$ cat src/rtl/cdtimer_pkg.sv
package cdtimer_pkg;

  // Operation field of a channel control word, bits [1:0]
  typedef enum logic [1:0] {
    OP_LOAD = 2'd0,
    OP_HOLD = 2'd1,
    OP_RUN  = 2'd2,
    OP_KEEP = 2'd3
  } tmr_op_e;

  // Run state of a channel
  typedef enum logic [1:0] {
    MODE_IDLE = 2'd0,
    MODE_ONCE = 2'd1,
    MODE_LOOP = 2'd2
  } tmr_mode_e;

  // Register map (byte offsets)
  localparam int CH_STRIDE = 16;
  localparam int OFS_DIV   = 0;
  localparam int OFS_DATA  = 4;
  localparam int OFS_CTRL  = 8;
  localparam int OFS_TIME  = 48;
  localparam int OFS_MASK  = 64;
  localparam int OFS_ACK   = 68;
  localparam int OFS_RAW   = 72;
  localparam int OFS_MSKD  = 76;

endpackage

$ cat src/rtl/cdtimer_prescale.sv
module cdtimer_prescale #(
  parameter int RATE_W = 3
) (
  input  logic                   clk,
  input  logic                   rst_n,
  output logic [(2**RATE_W)-1:0] tick_o
);
  localparam int NTAP  = 2 ** RATE_W;
  localparam int PRE_W = NTAP - 1;

  logic [PRE_W-1:0] pre_q;

  always_ff @(posedge clk or negedge rst_n) begin
    if (!rst_n) pre_q <= '0;
    else        pre_q <= pre_q + 1'b1;
  end

  // Tap k fires when the low k prescaler bits are all ones
  assign tick_o[0] = 1'b1;
  for (genvar k = 1; k < NTAP; k++) begin : g_tap
    assign tick_o[k] = &pre_q[k-1:0];
  end
endmodule

$ cat src/rtl/cdtimer_channel.sv
module cdtimer_channel
  import cdtimer_pkg::*;
#(
  parameter int CNT_W  = 32,
  parameter int RATE_W = 3
) (
  input  logic                   clk,
  input  logic                   rst_n,
  input  logic                   div_wr,
  input  logic                   ctrl_wr,
  input  logic [CNT_W-1:0]       div_wdata,
  input  logic [RATE_W+1:0]      ctrl_wdata,
  input  logic [(2**RATE_W)-1:0] tick_vec,
  output logic [CNT_W-1:0]       div_q,
  output logic [RATE_W+1:0]      ctrl_q,
  output logic [CNT_W-1:0]       count_q,
  output logic                   running,
  output logic                   expire
);
  tmr_mode_e        mode_q, mode_d;
  logic [CNT_W-1:0] cnt_d;
  logic             tick;
  tmr_op_e          op;

  assign op      = tmr_op_e'(ctrl_wdata[1:0]);
  assign tick    = tick_vec[ctrl_q[RATE_W+1:2]];
  assign running = (mode_q != MODE_IDLE);

  always_comb begin
    mode_d = mode_q;
    cnt_d  = count_q;
    expire = 1'b0;
    if (ctrl_wr) begin
      // a control write takes priority over a step in the same cycle
      case (op)
        OP_LOAD: begin
          cnt_d  = div_q;
          mode_d = MODE_ONCE;
        end
        OP_HOLD: mode_d = MODE_IDLE;
        OP_RUN:  mode_d = MODE_LOOP;
        default: ;
      endcase
    end else if (tick && mode_q != MODE_IDLE) begin
      if (count_q <= CNT_W'(1)) begin
        expire = 1'b1;
        if (mode_q == MODE_LOOP) begin
          cnt_d = div_q;
        end else begin
          cnt_d  = '0;
          mode_d = MODE_IDLE;
        end
      end else begin
        cnt_d = count_q - 1'b1;
      end
    end
  end

  always_ff @(posedge clk or negedge rst_n) begin
    if (!rst_n) begin
      div_q   <= '0;
      ctrl_q  <= '0;
      count_q <= '0;
      mode_q  <= MODE_IDLE;
    end else begin
      if (div_wr)  div_q  <= div_wdata;
      if (ctrl_wr) ctrl_q <= ctrl_wdata;
      count_q <= cnt_d;
      mode_q  <= mode_d;
    end
  end
endmodule

$ cat src/rtl/cdtimer_irq.sv
module cdtimer_irq #(
  parameter int NUM_CH = 2
) (
  input  logic              clk,
  input  logic              rst_n,
  input  logic              mask_wr,
  input  logic              ack_wr,
  input  logic [NUM_CH-1:0] wdata,
  input  logic [NUM_CH-1:0] expire,
  output logic [NUM_CH-1:0] raw_q,
  output logic [NUM_CH-1:0] mask_q
);
  logic [NUM_CH-1:0] clr;
  logic [NUM_CH-1:0] raw_d;

  assign clr   = ack_wr ? wdata : '0;
  // set after clear: a same-cycle expiry keeps its bit
  assign raw_d = (raw_q & ~clr) | expire;

  always_ff @(posedge clk or negedge rst_n) begin
    if (!rst_n) begin
      raw_q  <= '0;
      mask_q <= '0;
    end else begin
      raw_q <= raw_d;
      if (mask_wr) mask_q <= wdata;
    end
  end
endmodule

$ cat src/rtl/dual_countdown_timer.sv
module dual_countdown_timer
  import cdtimer_pkg::*;
#(
  parameter int ADDR_W = 8,
  parameter int DATA_W = 32,
  parameter int CNT_W  = 32,
  parameter int RATE_W = 3,
  parameter int NUM_CH = 2
) (
  input  logic              clk,
  input  logic              rst_n,
  input  logic [ADDR_W-1:0] bus_addr,
  input  logic              bus_wr,
  input  logic [DATA_W-1:0] bus_wdata,
  output logic [DATA_W-1:0] bus_rdata,
  output logic              irq
);
  localparam int CTRL_W = RATE_W + 2;
  localparam int NTAP   = 2 ** RATE_W;
  localparam logic [ADDR_W-1:0] A_TIME = ADDR_W'(OFS_TIME);
  localparam logic [ADDR_W-1:0] A_MASK = ADDR_W'(OFS_MASK);
  localparam logic [ADDR_W-1:0] A_ACK  = ADDR_W'(OFS_ACK);
  localparam logic [ADDR_W-1:0] A_RAW  = ADDR_W'(OFS_RAW);
  localparam logic [ADDR_W-1:0] A_MSKD = ADDR_W'(OFS_MSKD);

  logic [NTAP-1:0]                tick_vec;
  logic [NUM_CH-1:0]              ch_run, ch_exp, div_wr, ctrl_wr;
  logic [NUM_CH-1:0][CNT_W-1:0]   ch_cnt, ch_div;
  logic [NUM_CH-1:0][CTRL_W-1:0]  ch_ctrl;
  logic [NUM_CH-1:0]              raw_q, mask_q, masked;
  logic [DATA_W-1:0]              time_q;

  cdtimer_prescale #(.RATE_W(RATE_W)) u_pre (
    .clk    (clk),
    .rst_n  (rst_n),
    .tick_o (tick_vec)
  );

  for (genvar c = 0; c < NUM_CH; c++) begin : g_ch
    localparam logic [ADDR_W-1:0] A_DIV  = ADDR_W'(c * CH_STRIDE + OFS_DIV);
    localparam logic [ADDR_W-1:0] A_CTRL = ADDR_W'(c * CH_STRIDE + OFS_CTRL);

    assign div_wr[c]  = bus_wr && (bus_addr == A_DIV);
    assign ctrl_wr[c] = bus_wr && (bus_addr == A_CTRL);

    cdtimer_channel #(.CNT_W(CNT_W), .RATE_W(RATE_W)) u_ch (
      .clk        (clk),
      .rst_n      (rst_n),
      .div_wr     (div_wr[c]),
      .ctrl_wr    (ctrl_wr[c]),
      .div_wdata  (bus_wdata[CNT_W-1:0]),
      .ctrl_wdata (bus_wdata[CTRL_W-1:0]),
      .tick_vec   (tick_vec),
      .div_q      (ch_div[c]),
      .ctrl_q     (ch_ctrl[c]),
      .count_q    (ch_cnt[c]),
      .running    (ch_run[c]),
      .expire     (ch_exp[c])
    );
  end

  cdtimer_irq #(.NUM_CH(NUM_CH)) u_irq (
    .clk     (clk),
    .rst_n   (rst_n),
    .mask_wr (bus_wr && (bus_addr == A_MASK)),
    .ack_wr  (bus_wr && (bus_addr == A_ACK)),
    .wdata   (bus_wdata[NUM_CH-1:0]),
    .expire  (ch_exp),
    .raw_q   (raw_q),
    .mask_q  (mask_q)
  );

  always_ff @(posedge clk or negedge rst_n) begin
    if (!rst_n) time_q <= '0;
    else        time_q <= time_q + 1'b1;
  end

  assign masked = raw_q & mask_q;
  assign irq    = masked[0];

  // Combinational read mux, side-effect free
  always_comb begin
    bus_rdata = '0;
    for (int c = 0; c < NUM_CH; c++) begin
      if (bus_addr == ADDR_W'(c * CH_STRIDE + OFS_DIV))  bus_rdata = DATA_W'(ch_div[c]);
      if (bus_addr == ADDR_W'(c * CH_STRIDE + OFS_DATA)) bus_rdata = DATA_W'(ch_cnt[c]);
      if (bus_addr == ADDR_W'(c * CH_STRIDE + OFS_CTRL)) bus_rdata = DATA_W'(ch_ctrl[c]);
    end
    if (bus_addr == A_TIME) bus_rdata = time_q;
    if (bus_addr == A_MASK) bus_rdata = DATA_W'(mask_q);
    if (bus_addr == A_RAW)  bus_rdata = DATA_W'(raw_q);
    if (bus_addr == A_MSKD) bus_rdata = DATA_W'(masked);
  end
endmodule

$ cat config.mk
export PLATFORM = sky130hd
export DESIGN_NAME = dual_countdown_timer
export DESIGN_NICKNAME = d
export VERILOG_FILES = /design/src/rtl/cdtimer_pkg.sv /design/src/rtl/cdtimer_prescale.sv /design/src/rtl/cdtimer_channel.sv /design/src/rtl/cdtimer_irq.sv /design/src/rtl/dual_countdown_timer.sv
export SDC_FILE = /design/constraint.sdc
export NUM_CORES = 1
export LEC_CHECK = 0
export BUFFER_PORTS_ARGS = -buffer_cell sky130_fd_sc_hd__buf_2
export CAP_MARGIN = 20
export CORE_ASPECT_RATIO = 1.75
export CORE_MARGIN = 3
export CORE_UTILIZATION = 30
export DETAILED_ROUTE_END_ITERATION = 12
export PLACE_DENSITY_LB_ADDON = 0.1
export SETUP_SLACK_MARGIN = 0.15
export SYNTH_ARGS = -nofsm -noshare
export SYNTH_HDL_FRONTEND = slang
export SYNTH_SLANG_ARGS = --single-unit
export TNS_END_PERCENT = 100
$ cat constraint.sdc
create_clock -name clk -period 3.5 [get_ports clk]
set_input_delay 0.175 -clock clk [delete_from_list [all_inputs] [get_ports clk]]
set_output_delay 0.175 -clock clk [all_outputs]
set_load 0.05 [all_outputs]
# [Yosys cells after proc, flatten, opt, wreduce, memory -nomap -nowiden]
# Cells that the tools add are included.
[op_classes] add_sub_neg=4 magnitude_cmp=4 n_eq_ne=20 n_mux=40 bitwise_logic=4 n_reduce_logical=26
[ops] operator="$mux W32" count=20
[ops] operator="$le A32 B1 Y1 const B" count=2
[ops] operator="$sub A32 B1 Y32 const B" count=2
[ops] operator="$add A32 B1 Y32 const B" count=1
[ops] operator="$eq A8 B7 Y1 const B" count=4
[ops] operator="$eq A8 B5 Y1 const B" count=3
[ops] operator="$mux W2" count=9
[ops] operator="$reduce_and A4 Y1" count=3
[ops] operator="$reduce_bool A2 Y1" count=6
[ops] operator="$eq A8 B3 Y1 const B" count=1
[ops] operator="$eq A8 B4 Y1 const B" count=1
[ops] operator="$eq A8 B6 Y1 const B" count=1
[ops] operator="$logic_and A1 B1 Y1" count=8
[ops] operator="$logic_not A8 Y1" count=1
[ops] operator="$lt A3 B4 Y1 const B" count=2
[ops] operator="$mux W1" count=8
[ops] operator="$ne A4 B4 Y1 const B" count=2
[ops] operator="$add A7 B1 Y7 const B" count=1
[ops] operator="$reduce_and A7 Y1" count=1
[ops] operator="$bmux W1 S3" count=2
[ops] operator="$eq A2 B2 Y1 const B" count=3
[ops] operator="$pmux W2 S3" count=1
[ops] operator="$reduce_and A2 Y1" count=3
[ops] operator="$reduce_and A6 Y1" count=1
[ops] operator="other kinds (9)" count=12
[totals] ff_bits=185 wordCells=110

# [Logic depth before layout (Yosys ltp)]
# Gate-level depths: netlist (run 1).
[depth] ltp_word=11 mapped_depth=12

# [Cells and area by module]
# Synthesis (run 1) repeated with hierarchy kept, for this count alone.
[unflattened] cells_unflattened=1157 area_unflattened_um2=11069.4
[by_module_without_submodules] mod="cdtimer_channel" instances=2 cells_per_inst=366 area_each_um2=3764.9 seq_area_each_um2=1776.7
[by_module_without_submodules] mod="dual_countdown_timer" instances=1 cells_per_inst=391 area_each_um2=3070.4 seq_area_each_um2=800.8
[by_module_without_submodules] mod="cdtimer_prescale" instances=1 cells_per_inst=24 area_each_um2=324.1 seq_area_each_um2=175.2
[by_module_without_submodules] mod="cdtimer_irq" instances=1 cells_per_inst=10 area_each_um2=145.1 seq_area_each_um2=100.1

# [Worst setup path before layout (run 1)]
# No wires, ideal clock.
[synth_path] path_kind="input to output" from="input port bus_addr[5]" to="output port bus_rdata[26]" arrival_time_ns=2.753 required_ns=3.325 path_slack_ns=0.572 stages=7 path_cell_list="clkbuf_1 or4b_2 nor2_1 clkbuf_1 clkbuf_1 a222oi_1 a31oi_1"
[synth_via] elab_chain_len=11 word_cells_on_any_way=20 cone_classes="eq/ne (9); mux (10); reduce/logical (1)"
[synth_rtl] element="from (decl)" line="dual_countdown_timer.sv:12" text="input logic [ADDR_W-1:0] bus_addr,"
[synth_rtl] element="$logic_not A8 Y1" line="dual_countdown_timer.sv:85" text="if (bus_addr == ADDR_W'(c * CH_STRIDE + OFS_DIV)) bus_rdata = DATA_W'(ch_div[c]);"
[synth_rtl] element="$mux W32" line="dual_countdown_timer.sv:85"
[synth_rtl] element="$mux W32" line="dual_countdown_timer.sv:86" text="if (bus_addr == ADDR_W'(c * CH_STRIDE + OFS_DATA)) bus_rdata = DATA_W'(ch_cnt[c]);"
[synth_rtl] element="$mux W32" line="dual_countdown_timer.sv:87" text="if (bus_addr == ADDR_W'(c * CH_STRIDE + OFS_CTRL)) bus_rdata = DATA_W'(ch_ctrl[c]);"
[synth_rtl] element="$mux W32" line="dual_countdown_timer.sv:85"
[synth_rtl] element="$mux W32" line="dual_countdown_timer.sv:86"
[synth_rtl] element="$mux W32" line="dual_countdown_timer.sv:87"
[synth_rtl] element="$mux W32" line="dual_countdown_timer.sv:89" text="if (bus_addr == A_TIME) bus_rdata = time_q;"
[synth_rtl] element="$mux W32" line="dual_countdown_timer.sv:90" text="if (bus_addr == A_MASK) bus_rdata = DATA_W'(mask_q);"
[synth_rtl] element="$mux W32" line="dual_countdown_timer.sv:91" text="if (bus_addr == A_RAW) bus_rdata = DATA_W'(raw_q);"
[synth_rtl] element="$mux W32 (*)" line="dual_countdown_timer.sv:92" text="if (bus_addr == A_MSKD) bus_rdata = DATA_W'(masked);"
[synth_rtl] element="to (decl)" line="dual_countdown_timer.sv:15" text="output logic [DATA_W-1:0] bus_rdata,"
# Every way passes the cells marked *; elsewhere a longest branch is shown, timed or not.

# [Final worst setup path (run 1)]
[layout_path] from="register g_ch[0].u_ch.count_q[27]" to="register g_ch[0].u_ch.count_q[26]"
[layout_via] elab_chain_len=4
[layout_rtl] element="from (decl)" line="cdtimer_channel.sv:16" text="output logic [CNT_W-1:0] count_q,"
[layout_rtl] element="from (signal assigned)" line="cdtimer_channel.sv:68" text="count_q <= cnt_d;"
[layout_rtl] element="$le A32 B1 Y1" line="cdtimer_channel.sv:45" text="if (count_q <= CNT_W'(1)) begin"
[layout_rtl] element="$mux W32" line="cdtimer_channel.sv:45"
[layout_rtl] element="$mux W32" line="cdtimer_channel.sv:44" text="end else if (tick && mode_q != MODE_IDLE) begin"
[layout_rtl] element="$mux W32" line="cdtimer_channel.sv:33" text="if (ctrl_wr) begin"
# Every way passes these cells. The select of a mux whose other input is x is not followed.
# A chain may end at the register's enable or synchronous reset.

==> results.rst, run 1 <==
.. list-table::
   :header-rows: 1

   * - Metric
     - Value
   * - Post-synthesis instance area
     - 0.01031 mm²
   * - Final clock skew
     - 13.49 ps
   * - Global-route wire length before repair
     - 59,970 µm
   * - Number of H-tree levels
     - 4
   * - Count of unresolved DRC violations after routing
     - 0
   * - Nature of the critical path endpoint
     - register
   * - Clock Tree Root
     - sky130_fd_sc_hd__clkbuf_16
   * - Number of global-route vias before repair
     - 9,483
   * - Core region area
     - 0.03385 mm²
   * - Start-to-end type of the worst setup path
     - reg2reg
   * - Die Span X
     - 146.2 µm
   * - Via count of the routed design
     - 9,459
   * - Number of warnings printed during yosys synthesis
     - 0
   * - Slew of the pin with the lowest slew margin
     - 814.4 ps
   * - Number of enable-type register cells in the synthesized netlist
     - 0
   * - Synthesis-to-layout area growth
     - 20.72%
   * - Critical path data required time
     - 3880 ps
   * - Buffers from clock root to sink, at most
     - 2
   * - VDD IR-drop max
     - 0.3546 mV
   * - Post-synth top area share
     - 44.88%
   * - I/O Pins
     - 76
   * - TritonCTS clock tree
     - yes
   * - Antenna-violating nets left
     - 0
   * - Number of hold violations in the final report
     - 0
   * - Initial core utilization
     - 30.47%
   * - Max-capacitance violation count
     - 0
   * - Cell taking the most area after synthesis
     - sky130_fd_sc_hd__dfrtp_1
   * - Clock edge transition at the registers on the reported setup and hold paths
     - 70 ps
   * - # nets final
     - 1,278
   * - Antenna violations before repair
     - 0
   * - Largest net degree at the start of global routing
     - 91
   * - Outcome
     - finished clean
   * - #FFs+latches synth
     - 185
   * - Main area contributors after synthesis
     - sky130_fd_sc_hd__dfrtp_1 45%, sky130_fd_sc_hd__mux2_2 6.6%, sky130_fd_sc_hd__nand2_1 4.2%, sky130_fd_sc_hd__o21ai_0 3.8%, sky130_fd_sc_hd__nor2_1 3.6%
   * - Proportion of synthesized chip area in sequential cells
     - 44.88%
   * - Element type at the critical path start
     - register
   * - Via-to-Cell Ratio
     - 5.590
   * - Site row count
     - 89
   * - Maximum frequency from static timing analysis
     - 329.3 MHz
   * - Half-perimeter wire length after placement
     - 28,640 µm
   * - Design Power
     - 4.566 mW
   * - Aggregate negative setup slack
     - 0 ps
   * - 1st-pass router iterations
     - 6
   * - Final Slew Violations
     - 0
   * - Gr ovfl total
     - 0
   * - Max-Slew Margin vs Limit
     - 45.70%
   * - Total setup violations reported at the end of the flow
     - 0
   * - Sink Count
     - 185
   * - Post-synthesis instance total
     - 1,108
   * - Final design utilization
     - 36.78%
   * - Static power due to leakage
     - 5.409 nW
   * - Fillers
     - 3,571
   * - Worst EP arrival
     - 3420 ps
   * - Synth async-reset ratio
     - 100.0%
   * - Final std cell area, no fill
     - 0.01245 mm²
   * - Number of violations reported at the end of detailed-routing iteration 0
     - 642
   * - Biggest fanout along the worst timing path
     - 28
   * - Wire length reported by the detailed router
     - 39,180 µm
   * - Clock insertion delay at the later pin of the skew report
     - 460 ps
   * - Final worst-path cycle share
     - 86.77%
   * - Power density over the cells
     - 366.7 mW/mm²
   * - Height of the chip
     - 251.3 µm
   * - Number of antenna diodes
     - 0
   * - Combined global-route utilization of all metal layers
     - 21.44%
   * - Number of clock buffers inserted by TritonCTS
     - 17
   * - Primary flip-flop cell chosen by synthesis mapping
     - sky130_fd_sc_hd__dfrtp_1
   * - Setup repair after global routing missed its margin
     - false
   * - Number of distinct library cells after synthesis
     - 65
   * - Post-layout minimum cycle time
     - 3037 ps
   * - Final RePlAce weighted congestion
     - 0.8714
   * - Detailed-route wire length per cell
     - 23.15 µm
   * - Count of port buffers added during placement
     - 75
   * - Type of the most critical hold path
     - in2reg
   * - Die outline area
     - 0.03673 mm²
   * - Net count after synthesis
     - 1,162
   * - Synthesized area per cell
     - 9.309 µm²
   * - Placed cell area
     - 0.01155 mm²
   * - Fraction of final layout cells with drive strength greater than 1
     - 19.24%
-- sequential cells by signal, indices dropped and copies added (netlist names) --
register,flops
g_ch.u_ch.count_q,64
u_pre.pre_q,7
g_ch.u_ch.ctrl_q,10
u_irq.raw_q,2
u_irq.mask_q,2
g_ch.u_ch.mode_q,4
g_ch.u_ch.div_q,64
time_q,32
-- power by group --
part | internal (mW) | leakage (nW) | switching, mW | total, mW
registers | 2.20 | 2.46 | 0.0752 | 2.27
clock network | 1.07 | 0.271 | 0.907 | 1.98
logic | 0.128 | 2.68 | 0.187 | 0.314
total | 3.40 | 5.41 | 1.17 | 4.57
-- area by class of cell --
class / count / area [µm²] / area share (%)
Timing Repair Buffer: 162 / 1209 / 9.707
Clock inverter: 10 / 118.9 / 0.9546
Tap cell: 455 / 569.3 / 4.572
Sequential cell: 185 / 4629 / 37.18
Inverter: 31 / 116.4 / 0.9345
Clock buffer: 22 / 454.2 / 3.648
Multi-Input combinational cell: 827 / 5355 / 43.01
-- stage by stage --
| step | hold WS [ps] | std cells | setup WS (ps) |
|---|---|---|---|
| finish | 142.4 | 1692 | 463.0 |
| CTS | 120.2 | 1691 | 231.9 |
| detailed placement | 334.1 | 1628 | 256.6 |
| global route | 171.3 | 1692 | 192.4 |
| floorplan | -120.6 | 1108 | 572.5 |
| global placement | 338.4 | 1628 | 242.4 |
-- logic make-up after synthesis --
group                      share of synthesized area (%)
DFF                                                44.88
and+or+nand+nor                                    19.07
AOI/OAI and AO/OA                                  21.32
adders and majority gates                          1.334
buffers and inverters                              3.651
muxes                                              6.938
xor gates and xnor gates                           2.802
-- critical path, cell delays in order (launching register included) --
cell and delay [ps]:
sky130_fd_sc_hd__dfrtp_1 450, sky130_fd_sc_hd__or4_1 580, sky130_fd_sc_hd__nor3_1 530, sky130_fd_sc_hd__nand4_1 440, sky130_fd_sc_hd__o21ai_2 410, sky130_fd_sc_hd__buf_12 250
sky130_fd_sc_hd__a22oi_1 120, sky130_fd_sc_hd__o2bb2ai_1 170
-- what timing repair did --
item / CTS / global route
setup buffers: 0 / 0
endpoints found under the setup margin: 0 / 3
resized for setup: 0 / 1
hold endpoints to repair: 151 / 0
hold buffers: 31 / 0
-- metal layers --
metal | track usage (%) | part of all wire, % | up-vias
met5 | 0 | 0 | -
met4 | 9.392 | 4.4 | 0
met3 | 3.427 | 4.1 | 74
met2 | 38.59 | 53 | 272
met1 | 25.03 | 39 | 4697
li1 | - | - | 4416
-- worst paths after layout --
path,from,endpoint,slack (ps),cells after the start
worst max-delay path,g_ch[0].u_ch.count_q[27],g_ch[0].u_ch.count_q[26],460,7
worst min-delay path,bus_addr[6],u_irq.raw_q[1],140,4
worst max register to register,g_ch[0].u_ch.count_q[27],g_ch[0].u_ch.count_q[26],460,7
worst min register to register,time_q[0],time_q[0],470,1
max in group asynchronous,rst_n,g_ch[0].u_ch.div_q[19],2330,3
min in group asynchronous,rst_n,g_ch[1].u_ch.div_q[28],370,2
-- placed cells by master (no fill, tap or decap), types with 6 or more instances in the layout --
cell / netlist / routed
sky130_fd_sc_hd__nand3_1: 28 / 27
sky130_fd_sc_hd__nand4_1: 14 / 14
sky130_fd_sc_hd__a31oi_1: 28 / 27
sky130_fd_sc_hd__and3_1: 14 / 14
sky130_fd_sc_hd__or3_1: 6 / 6
sky130_fd_sc_hd__o22ai_1: 19 / 19
sky130_fd_sc_hd__buf_2: 7 / 73
sky130_fd_sc_hd__nand2_1: 116 / 115
sky130_fd_sc_hd__buf_4: 0 / 49
sky130_fd_sc_hd__a32oi_1: 23 / 23
sky130_fd_sc_hd__o21ai_0: 79 / 79
sky130_fd_sc_hd__o2bb2ai_1: 21 / 21
sky130_fd_sc_hd__a222oi_1: 30 / 30
sky130_fd_sc_hd__buf_12: 0 / 7
sky130_fd_sc_hd__nor2_1: 100 / 98
sky130_fd_sc_hd__and4_1: 8 / 8
sky130_fd_sc_hd__ha_1: 11 / 11
sky130_fd_sc_hd__clkbuf_16: 0 / 17
sky130_fd_sc_hd__and2_1: 8 / 9
sky130_fd_sc_hd__a22oi_1: 25 / 25
sky130_fd_sc_hd__inv_1: 31 / 31
sky130_fd_sc_hd__nor4_1: 18 / 17
sky130_fd_sc_hd__xnor2_1: 25 / 25
sky130_fd_sc_hd__a21oi_1: 44 / 44
sky130_fd_sc_hd__nor3_1: 40 / 40
sky130_fd_sc_hd__o21ai_1: 9 / 8
sky130_fd_sc_hd__nand2b_1: 8 / 8
sky130_fd_sc_hd__or4_1: 9 / 9
sky130_fd_sc_hd__xor2_1: 8 / 8
sky130_fd_sc_hd__mux2_2: 60 / 60
sky130_fd_sc_hd__dfrtp_1: 185 / 185
sky130_fd_sc_hd__a21boi_0: 6 / 6
sky130_fd_sc_hd__dlygate4sd3_1: 0 / 31
-- Yosys cell counts, drive strengths merged (7+ instances only) --
master and instances:
mux2 60, and2 9, a21oi 44, a32oi 23, nand4 14, o22ai 19
o21ai 89, nor4b 7, xor2 8, and3 14, a22oi 25, a31oi 28
nor3 42, buf 9, ha 11, nand2 116, xnor2 25, or4 9
nor2 100, dfrtp 185, nand3 28, clkbuf 56, a222oi 30, nand2b 8
nor4 19, inv 31, and4 8, o2bb2ai 21
Power figures use the tool's default switching activity.
==> inputs of run 2 (changes only) <==
--- a/config.mk
+++ b/config.mk
@@ -8,9 +8,10 @@
 export BUFFER_PORTS_ARGS = -buffer_cell sky130_fd_sc_hd__buf_2
 export CAP_MARGIN = 20
 export CORE_ASPECT_RATIO = 1.75
-export CORE_MARGIN = 3
+export CORE_MARGIN = 5
 export CORE_UTILIZATION = 30
 export DETAILED_ROUTE_END_ITERATION = 12
+export GPL_TIMING_DRIVEN = 0
 export PLACE_DENSITY_LB_ADDON = 0.1
 export SETUP_SLACK_MARGIN = 0.15
 export SYNTH_ARGS = -nofsm -noshare
==> results.rst, run 2 (synthesis results as in run 1) <==
.. list-table::
   :header-rows: 1

   * - Metric
     - Value
   * - Outcome
     - finished clean
   * - Via-to-Cell Ratio
     - 5.699 (+1.9%)
   * - Least setup slack across all paths after layout
     - 217.6 ps (-245.3 ps)
   * - Buffers from clock root to sink, at most
     - 2 (unchanged)
   * - Largest net degree at the start of global routing
     - 73 (-20%)
   * - Leading cell type in the layout, fill and taps excluded
     - sky130_fd_sc_hd__dfrtp_1
   * - Worst hold path cell count
     - 3 (-1)
   * - Site row count
     - 90 (+1.1%)
   * - Slack of the worst reg-to-reg path
     - 350 ps (-110 ps)
   * - Leading registers by flop count
     - g_ch.u_ch.count_q: 64 flops, g_ch.u_ch.div_q: 64 flops, time_q: 32 flops
   * - Static power due to leakage
     - 5.317 nW (-1.7%)
   * - Start of the worst register-to-register path
     - g_ch[0].u_ch.count_q[22]
   * - TritonCTS clock tree
     - yes
   * - Design Power
     - 4.602 mW (+0.79%)
   * - Aggregate negative setup slack
     - 0 ps (unchanged)
   * - Number of global-route vias before repair
     - 9,982 (+5.3%)
   * - Clock Tree Root
     - sky130_fd_sc_hd__clkbuf_16
   * - Type of the most critical hold path
     - in2reg
   * - Nature of the critical path endpoint
     - output pin
   * - Highest-count cells in the layout ignoring fill and taps
     - 185 x sky130_fd_sc_hd__dfrtp_1, 115 x sky130_fd_sc_hd__nand2_1, 100 x sky130_fd_sc_hd__nor2_1, 83 x sky130_fd_sc_hd__buf_2, 79 x sky130_fd_sc_hd__o21ai_0
   * - Fraction of final layout cells with drive strength greater than 1
     - 17.35% (-1.9 points)
   * - Number of violations reported at the end of detailed-routing iteration 0
     - 786 (+22%)
   * - Final RePlAce weighted congestion
     - 0.8859 (+1.7%)
   * - Start-to-end type of the worst setup path
     - in2out
   * - Via count of the routed design
     - 9,751 (+3.1%)
   * - Critical path data required time
     - 3320 ps (-560 ps)
   * - Worst hold slack across all endpoints
     - 15.79 ps (-126.6 ps)
   * - Final design utilization
     - 36.11% (-0.67 points)
   * - Gr ovfl total
     - 0 (unchanged)
   * - Wire length reported by the detailed router
     - 43,180 µm (+10%)
   * - Net switching power
     - 1.198 mW (+2.5%)
   * - Die outline area
     - 0.03834 mm² (+4.4%)
   * - Sink Count
     - 185 (unchanged)
   * - Number of hold violations in the final report
     - 0 (unchanged)
   * - Biggest fanout along the worst timing path
     - 10 (-64%)
   * - Die Span X
     - 150.2 µm (+2.7%)
   * - Final worst-path cycle share
     - 93.78% (+7.0 points)
   * - Count of unresolved DRC violations after routing
     - 0 (unchanged)
   * - Final std cell area, no fill
     - 0.01236 mm² (-0.72%)
   * - Critical register-to-register path endpoint
     - g_ch[0].u_ch.count_q[1]
   * - Hold path start
     - bus_wdata[4]
   * - Number of H-tree levels
     - 4 (unchanged)
   * - Core region area
     - 0.03423 mm² (+1.1%)
   * - VDD IR-drop max
     - 0.3674 mV (+3.6%)
   * - Half-perimeter wire length after placement
     - 32,760 µm (+14%)
   * - Final clock skew
     - 10.15 ps (-3.334 ps)
   * - Antenna-violating nets left
     - 0 (unchanged)
   * - Count of port buffers added during placement
     - 74 (-1.3%)
   * - Number of clock buffers inserted by TritonCTS
     - 17 (unchanged)
   * - Placed cell area
     - 0.01136 mm² (-1.6%)
   * - Global-route wire length before repair
     - 64,740 µm (+8.0%)
   * - # nets final
     - 1,292 (+1.1%)
   * - I/O Pins
     - 76 (unchanged)
   * - Total setup violations reported at the end of the flow
     - 0 (unchanged)
   * - Non-filler instance count after layout
     - 1,711 (+1.1%)
   * - 1st-pass router iterations
     - 7 (+1)
   * - Setup repair after global routing missed its margin
     - false
   * - Worst-case hold path end point
     - g_ch[0].u_ch.ctrl_q[4]
   * - Combinational power share
     - 7.0% (about the same)
   * - Power density over the cells
     - 372.2 mW/mm² (+1.5%)
   * - Clock edge transition at the registers on the reported setup and hold paths
     - 80 ps (about the same)
   * - Final Slew Violations
     - 0 (unchanged)
   * - Max-Slew Margin vs Limit
     - 23.62% (-22 points)
   * - Post-layout minimum cycle time
     - 3282 ps (+245.3 ps)
   * - Worst EP arrival
     - 3110 ps (-310 ps)
   * - Clock insertion delay at the later pin of the skew report
     - 470 ps (about the same)
   * - Synthesis-to-layout area growth
     - 19.85%
   * - Combined global-route utilization of all metal layers
     - 22.89% (+1.5 points)
   * - Slew of the pin with the lowest slew margin
     - 1143 ps (+328.3 ps)
   * - Max-capacitance violation count
     - 0 (unchanged)
   * - Element type at the critical path start
     - input pin
   * - Initial core utilization
     - 30.13% (-0.34 points)
   * - Maximum frequency from static timing analysis
     - 304.7 MHz (-7.5%)
   * - Clock share of power
     - 43.5% (about the same)
   * - Worst setup timing slack at the placement stage
     - -452.9 ps (-709.5 ps)
   * - Sw frac
     - 26.03% (+0.43 points)
   * - Antenna violations before repair
     - 0 (unchanged)
   * - Post-Place Cells
     - 1,649 (+1.3%)
   * - Cell-internal power
     - 3.404 mW (+0.21%)
   * - Height of the chip
     - 255.3 µm (+1.6%)
   * - Detailed-route wire length per cell
     - 25.24 µm (+9.0%)
   * - Portion of total power attributed to sequential cells
     - 49.5% (-0.2 points)
   * - Reg2Reg Depth
     - 7 (unchanged)
   * - Number of antenna diodes
     - 0 (unchanged)
run 2: changes by cell type in the layout (fill, tap and decap cells not counted), moves of 3 or more:
cell                       change
sky130_fd_sc_hd__buf_4        -45
sky130_fd_sc_hd__clkbuf_2     +11
sky130_fd_sc_hd__nor4_2        +4
sky130_fd_sc_hd__buf_12        -7
sky130_fd_sc_hd__clkbuf_1     +42
sky130_fd_sc_hd__buf_2        +10
sky130_fd_sc_hd__nor4_1        -5
sky130_fd_sc_hd__clkbuf_8      +3
run 2: power groups by stage:
stage / clock network (mW) / logic [mW] / registers [mW]
after global placement: 0 / 0.286 / 2.31
after floorplan: 0 / 0.151 / 2.28
after detailed placement: 0 / 0.298 / 2.32
after global routing: 2.13 / 0.364 / 2.28
final: 2.00 / 0.324 / 2.28
after CTS: 2.05 / 0.326 / 2.27
run 2: worst max-delay path by stage:
| stage | from | end | slack [ps] | depth (start not counted) |
|---|---|---|---|---|
| floorplan | bus_addr[5] | bus_rdata[26] | 570 | 7 |
| global placement | rst_n | time_q[28] | -1230 | 1 |
| detailed placement | g_ch[0].u_ch.count_q[0] | g_ch[0].u_ch.count_q[28] | -450 | 8 |
| CTS | u_pre.pre_q[0] | g_ch[0].u_ch.count_q[31] | 190 | 11 |
| global route | g_ch[0].u_ch.count_q[22] | g_ch[0].u_ch.count_q[1] | 160 | 7 |
| finish | bus_addr[5] | bus_rdata[15] | 220 | 9 |
run 2: timing repair:
item,CTS,global route
endpoints found under the setup margin,58,53
gates resized for setup,14,21
pin swaps,1,0
buffers inserted,1,0
endpoints found under the hold margin,102,0
hold buffers,29,0
run 2: per-layer routing:
layer  vias up  part of all wire [%]  GRT usage, %
met4         0                   5.7         12.46
met3       118                   4.4         3.206
li1       4456                     -             -
met5         -                     0             0
met2       341                    52         41.36
met1      4836                    38         25.75
run 2: critical path: stages:
cell and delay, ps:
sky130_fd_sc_hd__buf_2 110, sky130_fd_sc_hd__clkbuf_1 220, sky130_fd_sc_hd__or4b_2 800, sky130_fd_sc_hd__nor2_1 320
sky130_fd_sc_hd__clkbuf_2 320, sky130_fd_sc_hd__buf_2 380, sky130_fd_sc_hd__a222oi_1 150, sky130_fd_sc_hd__o21ai_0 260
sky130_fd_sc_hd__buf_2 360
run 2: layout make-up:
type                            count  area, µm²
Fill cell                        3531      21870
Buffer                             65      275.3
Inverter                           31      116.4
Timing Repair Buffer              111      765.7
Clock buffer                       24      501.7
Multi-Input combinational cell    827       5413
Tap cell                          460      575.6
Sequential cell                   185       4629
Clock inverter                      8      85.08
==> inputs of run 3 (changes only) <==
==> constraint.sdc (replaced) <==
create_clock -name clk -period 2.65 [get_ports clk]
set_input_delay 0.1325 -clock clk [delete_from_list [all_inputs] [get_ports clk]]
set_output_delay 0.1325 -clock clk [all_outputs]
set_load 0.05 [all_outputs]
==> results.rst, run 3 (synthesis results as in run 1) <==
.. list-table::
   :header-rows: 1

   * - Metric
     - Value
   * - Type of the most critical hold path
     - in2reg
   * - Number of antenna diodes
     - 0 (unchanged)
   * - Die Span X
     - 150.2 µm (unchanged)
   * - Worst setup timing slack at the placement stage
     - -1468 ps (-1015 ps)
   * - Critical path data required time
     - 2990 ps (-330 ps)
   * - Via count of the routed design
     - 10,100 (+3.6%)
   * - Worst hold path cell count
     - 4 (+1)
   * - Final std cell area, no fill
     - 0.01383 mm² (+12%)
   * - Post-layout minimum cycle time
     - 2701 ps
   * - Aggregate negative setup slack
     - -81.52 ps (-81.52 ps)
   * - Combined global-route utilization of all metal layers
     - 23.23% (+0.34 points)
   * - Core region area
     - 0.03423 mm² (unchanged)
   * - VDD IR-drop max
     - 0.4406 mV (+20%)
   * - Wire length reported by the detailed router
     - 44,340 µm (+2.7%)
   * - Hold path start
     - bus_addr[6]
   * - Least setup slack across all paths after layout
     - -50.84 ps (-268.5 ps)
   * - Gr ovfl total
     - 0 (unchanged)
   * - Detailed-route wire length per cell
     - 25.04 µm (-0.79%)
   * - Number of clock buffers inserted by TritonCTS
     - 17 (unchanged)
   * - Total setup violations reported at the end of the flow
     - 3 (+3)
   * - Highest-count cells in the layout ignoring fill and taps
     - 181 x sky130_fd_sc_hd__dfrtp_1, 113 x sky130_fd_sc_hd__nand2_1, 96 x sky130_fd_sc_hd__nor2_1, 71 x sky130_fd_sc_hd__buf_2, 66 x sky130_fd_sc_hd__o21ai_0
   * - Number of H-tree levels
     - 4 (unchanged)
   * - Start of the worst register-to-register path
     - g_ch[1].u_ch.count_q[13]
   * - Site row count
     - 90 (unchanged)
   * - Max-Slew Margin vs Limit
     - 40.31% (+17 points)
   * - Placed cell area
     - 0.01154 mm² (+1.6%)
   * - Static power due to leakage
     - 5.853 nW (+10%)
   * - 1st-pass router iterations
     - 8 (+1)
   * - Leading cell type in the layout, fill and taps excluded
     - sky130_fd_sc_hd__dfrtp_1
   * - Area of combinational cells with multiple inputs
     - 0.006057 mm² (+12%)
   * - I/O Pins
     - 76 (unchanged)
   * - Setup repair after global routing missed its margin
     - true
   * - Area used by sequential logic in the layout
     - 0.004634 mm² (+0.11%)
   * - Max-capacitance violation count
     - 0 (unchanged)
   * - Element type at the critical path start
     - register
   * - Count of unresolved DRC violations after routing
     - 0 (unchanged)
   * - Critical Path Start
     - g_ch[1].u_ch.count_q[13]
   * - Number of hold violations in the final report
     - 0 (unchanged)
   * - Height of the chip
     - 255.3 µm (unchanged)
   * - Via-to-Cell Ratio
     - 5.704 (about the same)
   * - Maximum frequency from static timing analysis
     - 370.3 MHz
   * - Clock edge transition at the registers on the reported setup and hold paths
     - 70 ps (about the same)
   * - Slew of the pin with the lowest slew margin
     - 895.4 ps (-247.3 ps)
   * - Clock Tree Root
     - sky130_fd_sc_hd__clkbuf_16
   * - Global-route wire length before repair
     - 65,940 µm (+1.9%)
   * - Final clock skew
     - 8.118 ps (-2.037 ps)
   * - Number of global-route vias before repair
     - 10,170 (+1.9%)
   * - Worst EP arrival
     - 3040 ps (-70 ps)
   * - Final RePlAce weighted congestion
     - 0.9043 (+2.1%)
   * - Synthesis-to-layout area growth
     - 34.09%
   * - Final Slew Violations
     - 0 (unchanged)
   * - Buffers from clock root to sink, at most
     - 2 (unchanged)
   * - Power density over the cells
     - 442.8 mW/mm² (+19%)
   * - Sink Count
     - 185 (unchanged)
   * - TritonCTS clock tree
     - yes
   * - Antenna violations before repair
     - 0 (unchanged)
   * - Antenna-violating nets left
     - 0 (unchanged)
   * - Reg2Reg Depth
     - 9 (+2)
   * - Largest net degree at the start of global routing
     - 70 (-4.1%)
   * - Nature of the critical path endpoint
     - register
   * - Initial core utilization
     - 30.13% (unchanged)
   * - Biggest fanout along the worst timing path
     - 10 (unchanged)
   * - Die outline area
     - 0.03834 mm² (unchanged)
   * - Final worst-path cycle share
     - 101.9%
   * - Failing checks
     - negative setup slack
   * - Number of violations reported at the end of detailed-routing iteration 0
     - 766 (-2.5%)
   * - Fillers
     - 3,493 (-1.1%)
   * - Fraction of final layout cells with drive strength greater than 1
     - 29.37% (+12 points)
   * - Half-perimeter wire length after placement
     - 32,590 µm (-0.51%)
   * - Start-to-end type of the worst setup path
     - reg2reg
   * - Clock insertion delay at the later pin of the skew report
     - 470 ps (about the same)
   * - Outcome
     - finished with violations
   * - Leading registers by flop count
     - g_ch.u_ch.count_q: 64 flops, g_ch.u_ch.div_q: 64 flops, time_q: 32 flops
   * - Worst hold slack across all endpoints
     - 115.7 ps (+99.94 ps)
   * - Count of port buffers added during placement
     - 74 (unchanged)
   * - # nets final
     - 1,352 (+4.6%)
-- run 3: per-stage QoR --
stage	power, mW	utilization, %	std cells
final	6.124	40.40	1771
after global routing	6.339	40.40	1771
after CTS	6.179	39.36	1754
after detailed placement	3.460	33.72	1647
after global placement	3.440	33.46	1642
after floorplan	3.212	-	1108
-- run 3: worst max-delay path, stage by stage (launching register included) --
cell	delay (ps)
sky130_fd_sc_hd__dfrtp_2	490
sky130_fd_sc_hd__or4_4	440
sky130_fd_sc_hd__buf_6	130
sky130_fd_sc_hd__nand4bb_4	220
sky130_fd_sc_hd__buf_4	180
sky130_fd_sc_hd__buf_6	140
sky130_fd_sc_hd__or4_4	530
sky130_fd_sc_hd__nor4_1	190
sky130_fd_sc_hd__o21ai_0	120
sky130_fd_sc_hd__o2bb2ai_1	130
-- run 3: final cells by class --
type | instances | area share (%)
inverter | 31 | 0.8413
clock buffer | 21 | 3.257
timing repair buffer | 171 | 10.08
clock inverter | 11 | 0.8866
tap | 460 | 4.161
multi-input combinational | 827 | 43.79
buffer | 65 | 3.474
sequential | 185 | 33.51
-- run 3: where the power goes --
group          internal (mW)  switching, mW  leakage [nW]
Sequential              2.90          0.111          2.45
Clock                   1.42           1.24         0.281
Combinational          0.185          0.275          3.12
-- run 3: per-layer routing --
layer	global-route usage, %	vias to the layer above	routed length (µm)
met5	0	-	0
met2	42.11	364	23290
met1	26.12	5037	16400
met3	3.189	112	1914
met4	12.54	0	2734
li1	-	4589	-
-- run 3: final timing paths --
path	end	slack, ps
max in group asynchronous	g_ch[0].u_ch.count_q[27]	1370
worst max-delay path	g_ch[1].u_ch.count_q[25]	-50
min in group asynchronous	time_q[0]	180
worst min-delay path	u_irq.raw_q[1]	120
worst max register to register	g_ch[1].u_ch.count_q[25]	-50
worst min register to register	time_q[0]	480
-- run 3: what timing repair did --
item / 4_1_cts / 5_1_grt
hold buffers: 31 / 0
endpoints found under the setup margin: 135 / 74
endpoints found under the hold margin: 118 / 0
pin swaps: 29 / 32
resized for setup: 160 / 65
buffers inserted: 42 / 14
cloned: 2 / 3
